--- src/rtl/sram_ctrl_pkg.sv ---
package sram_ctrl_pkg;

    typedef enum logic [2:0] {
        ST_IDLE       = 3'd0,
        ST_WR_SETUP   = 3'd1,
        ST_WR_PULSE   = 3'd2,
        ST_WR_RELEASE = 3'd3,
        ST_RD_ACCESS  = 3'd4,
        ST_GAP        = 3'd5
    } ctrl_state_t;

    // Whole cycles covering t_ns, never fewer than one.
    function automatic int cycles_for(input int t_ns, input int clk_ns);
        int c;
        c = (t_ns + clk_ns - 1) / clk_ns;
        if (c < 1) c = 1;
        return c;
    endfunction

    function automatic int max_of(input int a, input int b);
        return (a > b) ? a : b;
    endfunction

endpackage

--- src/rtl/sram_phase_timer.sv ---
module sram_phase_timer #(
    parameter int CNT_W = 3
) (
    input  logic             clk,
    input  logic             rst_n,
    input  logic             load,
    input  logic [CNT_W-1:0] load_val,
    output logic             done
);
    logic [CNT_W-1:0] cnt_q;

    always_ff @(posedge clk or negedge rst_n) begin
        if (!rst_n)
            cnt_q <= '0;
        else if (load)
            cnt_q <= load_val;
        else if (cnt_q != '0)
            cnt_q <= cnt_q - 1'b1;
    end

    assign done = (cnt_q == '0);

endmodule

--- src/rtl/sram_pin_driver.sv ---
module sram_pin_driver
    import sram_ctrl_pkg::*;
#(
    parameter int ADDR_W = 13,
    parameter int DATA_W = 8
) (
    input  logic              clk,
    input  logic              rst_n,
    input  ctrl_state_t       state_nxt,
    input  logic              accept,
    input  logic [ADDR_W-1:0] req_addr,
    input  logic [DATA_W-1:0] req_wdata,
    output logic [ADDR_W-1:0] sram_addr,
    output logic              sram_ce1_n,
    output logic              sram_ce2,
    output logic              sram_oe_n,
    output logic              sram_we_n,
    output logic [DATA_W-1:0] sram_dq_out,
    output logic              sram_dq_oe
);
    logic sel_d, oe_d, we_d, drv_d;

    // Pin levels wanted in the state that the next edge enters.
    always_comb begin
        sel_d = 1'b0;
        oe_d  = 1'b0;
        we_d  = 1'b0;
        drv_d = 1'b0;
        unique case (state_nxt)
            ST_IDLE:       ;
            ST_GAP:        ;
            ST_WR_SETUP:   sel_d = 1'b1;
            ST_WR_PULSE: begin
                sel_d = 1'b1;
                we_d  = 1'b1;
                drv_d = 1'b1;
            end
            ST_WR_RELEASE: begin
                sel_d = 1'b1;
                drv_d = 1'b1;
            end
            ST_RD_ACCESS: begin
                sel_d = 1'b1;
                oe_d  = 1'b1;
            end
            default:       ;
        endcase
    end

    always_ff @(posedge clk or negedge rst_n) begin
        if (!rst_n) begin
            sram_ce1_n <= 1'b1;
            sram_ce2   <= 1'b0;
            sram_oe_n  <= 1'b1;
            sram_we_n  <= 1'b1;
            sram_dq_oe <= 1'b0;
        end else begin
            sram_ce1_n <= ~sel_d;
            sram_ce2   <= sel_d;
            sram_oe_n  <= ~oe_d;
            sram_we_n  <= ~we_d;
            sram_dq_oe <= drv_d;
        end
    end

    // Address and data only move on acceptance, which happens in idle.
    always_ff @(posedge clk or negedge rst_n) begin
        if (!rst_n) begin
            sram_addr   <= '0;
            sram_dq_out <= '0;
        end else if (accept) begin
            sram_addr   <= req_addr;
            sram_dq_out <= req_wdata;
        end
    end

endmodule

--- src/rtl/sram_read_capture.sv ---
module sram_read_capture #(
    parameter int DATA_W = 8
) (
    input  logic              clk,
    input  logic              rst_n,
    input  logic              capture,
    input  logic [DATA_W-1:0] dq_in,
    output logic              rd_valid,
    output logic [DATA_W-1:0] rd_data
);
    always_ff @(posedge clk or negedge rst_n) begin
        if (!rst_n) begin
            rd_valid <= 1'b0;
            rd_data  <= '0;
        end else begin
            rd_valid <= capture;
            if (capture)
                rd_data <= dq_in;
        end
    end

endmodule

--- src/rtl/sram_async_ctrl.sv ---
module sram_async_ctrl
    import sram_ctrl_pkg::*;
#(
    parameter int ADDR_W    = 13,
    parameter int DATA_W    = 8,
    parameter int CLK_NS    = 10,
    parameter int T_RC_NS   = 35,
    parameter int T_WC_NS   = 35,
    parameter int T_AA_NS   = 35,
    parameter int T_ACE_NS  = 35,
    parameter int T_OE_NS   = 15,
    parameter int T_WP_NS   = 25,
    parameter int T_DS_NS   = 15,
    parameter int T_AS_NS   = 0,
    parameter int T_HZ_NS   = 15
) (
    input  logic              clk,
    input  logic              rst_n,
    input  logic              req_valid,
    output logic              req_ready,
    input  logic              req_write,
    input  logic [ADDR_W-1:0] req_addr,
    input  logic [DATA_W-1:0] req_wdata,
    output logic              rd_valid,
    output logic [DATA_W-1:0] rd_data,
    output logic [ADDR_W-1:0] sram_addr,
    output logic              sram_ce1_n,
    output logic              sram_ce2,
    output logic              sram_oe_n,
    output logic              sram_we_n,
    output logic [DATA_W-1:0] sram_dq_out,
    output logic              sram_dq_oe,
    input  logic [DATA_W-1:0] sram_dq_in
);
    localparam int N_SETUP = cycles_for(T_AS_NS, CLK_NS);
    localparam int N_WP    = max_of(max_of(cycles_for(T_WP_NS, CLK_NS),
                                           cycles_for(T_DS_NS, CLK_NS)),
                                    cycles_for(T_WC_NS, CLK_NS) - N_SETUP - 1);
    localparam int N_RD    = max_of(max_of(cycles_for(T_AA_NS, CLK_NS),
                                           cycles_for(T_ACE_NS, CLK_NS)),
                                    max_of(cycles_for(T_OE_NS, CLK_NS),
                                           cycles_for(T_RC_NS, CLK_NS)));
    localparam int N_GAP   = cycles_for(T_HZ_NS, CLK_NS);
    localparam int N_MAX   = max_of(max_of(N_SETUP, N_WP), max_of(N_RD, N_GAP));
    localparam int CNT_W   = $clog2(N_MAX + 1);

    ctrl_state_t      state_q, state_nxt;
    logic             accept;
    logic             phase_done;
    logic             timer_load;
    logic [CNT_W-1:0] timer_val;

    assign req_ready = (state_q == ST_IDLE);
    assign accept    = req_valid && req_ready;

    // State register.
    always_ff @(posedge clk or negedge rst_n) begin
        if (!rst_n)
            state_q <= ST_IDLE;
        else
            state_q <= state_nxt;
    end

    // Transitions.
    always_comb begin
        state_nxt = state_q;
        unique case (state_q)
            ST_IDLE:
                if (accept)
                    state_nxt = req_write ? ST_WR_SETUP : ST_RD_ACCESS;
            ST_WR_SETUP:
                if (phase_done) state_nxt = ST_WR_PULSE;
            ST_WR_PULSE:
                if (phase_done) state_nxt = ST_WR_RELEASE;
            ST_WR_RELEASE:
                if (phase_done) state_nxt = ST_GAP;
            ST_RD_ACCESS:
                if (phase_done) state_nxt = ST_GAP;
            ST_GAP:
                if (phase_done) state_nxt = ST_IDLE;
            default:
                state_nxt = ST_IDLE;
        endcase
    end

    // Phase length for the state being entered.
    always_comb begin
        timer_load = (state_nxt != state_q);
        unique case (state_nxt)
            ST_WR_SETUP:   timer_val = CNT_W'(N_SETUP - 1);
            ST_WR_PULSE:   timer_val = CNT_W'(N_WP - 1);
            ST_WR_RELEASE: timer_val = '0;
            ST_RD_ACCESS:  timer_val = CNT_W'(N_RD - 1);
            ST_GAP:        timer_val = CNT_W'(N_GAP - 1);
            default:       timer_val = '0;
        endcase
    end

    sram_phase_timer #(
        .CNT_W (CNT_W)
    ) u_timer (
        .clk      (clk),
        .rst_n    (rst_n),
        .load     (timer_load),
        .load_val (timer_val),
        .done     (phase_done)
    );

    sram_pin_driver #(
        .ADDR_W (ADDR_W),
        .DATA_W (DATA_W)
    ) u_pins (
        .clk         (clk),
        .rst_n       (rst_n),
        .state_nxt   (state_nxt),
        .accept      (accept),
        .req_addr    (req_addr),
        .req_wdata   (req_wdata),
        .sram_addr   (sram_addr),
        .sram_ce1_n  (sram_ce1_n),
        .sram_ce2    (sram_ce2),
        .sram_oe_n   (sram_oe_n),
        .sram_we_n   (sram_we_n),
        .sram_dq_out (sram_dq_out),
        .sram_dq_oe  (sram_dq_oe)
    );

    sram_read_capture #(
        .DATA_W (DATA_W)
    ) u_capture (
        .clk      (clk),
        .rst_n    (rst_n),
        .capture  ((state_q == ST_RD_ACCESS) && phase_done),
        .dq_in    (sram_dq_in),
        .rd_valid (rd_valid),
        .rd_data  (rd_data)
    );

endmodule

--- config.mk ---
export PLATFORM = sky130hd
export DESIGN_NAME = sram_async_ctrl
export DESIGN_NICKNAME = d
export VERILOG_FILES = /design/src/rtl/sram_ctrl_pkg.sv /design/src/rtl/sram_phase_timer.sv /design/src/rtl/sram_pin_driver.sv /design/src/rtl/sram_read_capture.sv /design/src/rtl/sram_async_ctrl.sv
export SDC_FILE = /design/constraint.sdc
export NUM_CORES = 1
export LEC_CHECK = 0
export BUFFER_PORTS_ARGS = -buffer_cell sky130_fd_sc_hd__buf_2
export CORE_MARGIN = 10
export CORE_UTILIZATION = 48
export CTS_CLUSTER_DIAMETER = 100
export DETAILED_ROUTE_END_ITERATION = 12
export GPL_TIMING_DRIVEN = 1
export PLACE_DENSITY = 0.76
export SETUP_SLACK_MARGIN = 0.02
export SYNTH_ARGS = -nofsm -noshare
export SYNTH_HDL_FRONTEND = slang
export SYNTH_SLANG_ARGS = --single-unit
--- constraint.sdc ---
create_clock -name clk -period 2 [get_ports clk]
set_input_delay 0.4 -clock clk [delete_from_list [all_inputs] [get_ports clk]]
set_output_delay 0.4 -clock clk [all_outputs]
set_load 0.005 [all_outputs]
==> impl_metrics.env <==
export IMPL_status="finished, final reports clean"
export IMPL_clock_path_buffers=2
export IMPL_yosys_area_top_type="dfrtp_1"
export IMPL_postRouteAntennaNets=0
export IMPL_clkPwrFrac_pct=18.3
export IMPL_synth_adder_area_share_pct=1.37
export IMPL_post_route_util_pct=62.1
export IMPL_synth_xor_area_share_pct=0.962
export IMPL_drt_total_wl_mm=3.80
export IMPL_start_util_pct=49.7
export IMPL_hold_viol=0
export IMPL_setup_worst_path_end_class="flop"
export IMPL_synth_edf_count=0
export IMPL_post_cts_buffers=0
export IMPL_async_reset_ff_share_pct=100
export IMPL_worstSetupStartpointType="flop"
export IMPL_fin_crit_sh_pct=89.2
export IMPL_crit_fanout=9
export IMPL_synth_fp_nets=160
export IMPL_synth_top_family_by_area="multiplexers"
export IMPL_final_nets=230
export IMPL_drc=0
export IMPL_pin_count=69
export IMPL_final_max_slew_viol_count=0
export IMPL_numCtsBuffers=5
export IMPL_syn_to_final_growth_pct=24.9
export IMPL_ir_drop_uv=700
export IMPL_drive_gt1_share_pct=53.6
export IMPL_cts_resized=0
export IMPL_grt_pass1_wl_mm=6.02
export IMPL_fin_crit_ps=1780
export IMPL_maxCapViolCount=0
export IMPL_globalRouteTotalUtil_pct=11.7
export IMPL_p_switching_w=0.00116
export IMPL_grt_pass1_vias=1222
export IMPL_synth_commonest_cells="dfrtp_1, mux2_1, mux2_2, mux2_4, nor2_1"
export IMPL_rsz0062_at_grt="false"
export IMPL_fin_skew_ps=3.47
export IMPL_die_w_um=81.6
export IMPL_worstSetupPathType="reg2reg"
export IMPL_clock_sinks=41
export IMPL_tritoncts="built"
export IMPL_avgSynthCellArea_um2=14.6
export IMPL_yosysMostFrequentCell="dfrtp_1"
export IMPL_first_pass_iters=4
export IMPL_yosys_area_share_simple_pct=9.00
export IMPL_yosysWarnings=0
export IMPL_vias_per_cell=4.90
export IMPL_antenna_found_initial=0
export IMPL_rows=22
export IMPL_root_buffer="clkbuf_8"
export IMPL_grt_max_degree=42
export IMPL_port_buffers=68
export IMPL_dieArea_um2=6660
export IMPL_die_h_um=81.6
export IMPL_syn_inst=125
export IMPL_synth_seq_cells=41
export IMPL_syn_area_um2=1820
export IMPL_hold_buffers=0
export IMPL_intPower_w=0.00250
export IMPL_gp_congestion=0.768
export IMPL_synth_top_cell_area_share_pct=52.2
export IMPL_ys_seq_area_share_pct=56.6
export IMPL_cp_required_ps=2170
export IMPL_grt_overflow_total=0
export IMPL_diodes=0
export IMPL_slew_headroom_pct=66.6
export IMPL_via_count=1195
export IMPL_insertion_delay_ps=280
export IMPL_hp_class="in2async"
export IMPL_htreeDepth=2
export IMPL_cp_data_arrival_time_ps=1950
export IMPL_swShare_pct=31.8
export IMPL_power_frac_seq_pct=40.8
export IMPL_fmax_mhz=561
export IMPL_synth_area_leaders="dfrtp_1, mux2_1, mux2_4, mux2_2, dfstp_2"
export IMPL_first_iter_violations=56
export IMPL_place_hpwl_mm=3.01
export IMPL_yosys_cell_types_count=38
export IMPL_pwr_share_comb_pct=40.9
export IMPL_synth_compound_area_share_pct=6.80
export IMPL_path_clk_slew_ps=70
export IMPL_coreArea_um2=3660
export IMPL_powerDensity_nw_per_um2=1610
export IMPL_synthMuxAreaShare_pct=20.2
export IMPL_tightest_slew_ps=500
export IMPL_setup_viol=0
export IMPL_setup_tns_ps=0
export IMPL_wl_per_cell_um=15.6
export IMPL_synth_flop_cell="dfrtp_1"
export IMPL_p_leak_nw=1.12
[layout make-up]
type                       count  area [um2]
clock inverter                 1        30.0
fill                         315        1390
inverter                       2        7.51
clock buffer                   7        86.3
multi-input combinational     74         698
tap                           48        60.1
timing repair buffer          71         363
sequential                    41        1030
[critical path: stages (launching register included)]
cell	delay, ps
dfrtp_1	410
inv_1	90
ha_1	270
nor2b_4	270
and3_4	320
mux2_4	320
[registers in the layout (all words and copies together) (netlist names)]
name	count
u_pins.sram_addr	13
u_capture.rd_data	8
u_pins.sram_dq_out	8
state_q	3
u_timer.cnt_q	3
u_capture.rd_valid	1
u_pins.sram_ce1_n	1
u_pins.sram_ce2	1
u_pins.sram_dq_oe	1
u_pins.sram_oe_n	1
u_pins.sram_we_n	1
[routing by layer]
metal	vias up	routed length, um	track usage (%)
met5	-	0	0
met4	0	35	3.06
met3	6	467	6.22
met2	45	1790	18.6
met1	568	1510	13.5
li1	576	-	-
[cells by family after synthesis]
family                   Yosys count
flip-flops                        41
multiplexers                      30
AND/OR/NAND/NOR                   24
AO/OA/AOI/OAI                     16
buffers and inverters             10
XOR/XNOR                           2
adder cells (fa/ha/maj)            2
[power groups by stage]
| stage | combinational (W) | clock, W | sequential [W] |
|---|---|---|---|
| 3_3_place_gp | 0.00148 | 0 | 0.00148 |
| 5_1_grt | 0.00168 | 0.000726 | 0.00155 |
| 6_report | 0.00150 | 0.000669 | 0.00150 |
| 4_1_cts | 0.00154 | 0.000687 | 0.00150 |
| 3_5_place_dp | 0.00153 | 0 | 0.00151 |
| 2_1_floorplan | 0.00104 | 0 | 0.00148 |
[layout by cell type, fill, tap and decap left out, drive strengths merged, types with 3 or more instances in the layout]
master	instances
nand2	3
buf	71
a21oi	3
dfrtp	38
nor3	3
o21ai	4
mux2	30
nor2	6
clkbuf	7
dfstp	3
[metrics by stage]
stage	std cells	instance area, um2	worst slack [ps]	hold WS, ps	total power, W
2_1_floorplan	125	1820	320	104	0.00251
3_3_place_gp	236	2160	321	461	0.00296
3_5_place_dp	236	2160	243	471	0.00305
4_1_cts	244	2270	203	176	0.00373
5_1_grt	244	2270	132	201	0.00396
6_report	244	2270	216	159	0.00366
[final timing paths]
check,start,end,slack (ps),cells after the start
max,u_timer.cnt_q[0],u_capture.rd_data[6],220,5
min,rst_n,u_pins.sram_addr[7],160,2
max reg2reg,u_timer.cnt_q[0],u_capture.rd_data[6],220,5
min reg2reg,u_pins.sram_dq_out[0],u_pins.sram_dq_out[0],480,1
max in group asynchronous,rst_n,u_pins.sram_we_n,1470,2
min in group clk,req_wdata[0],u_pins.sram_dq_out[0],330,2
No activity file was read; power rests on OpenSTA's default activity.
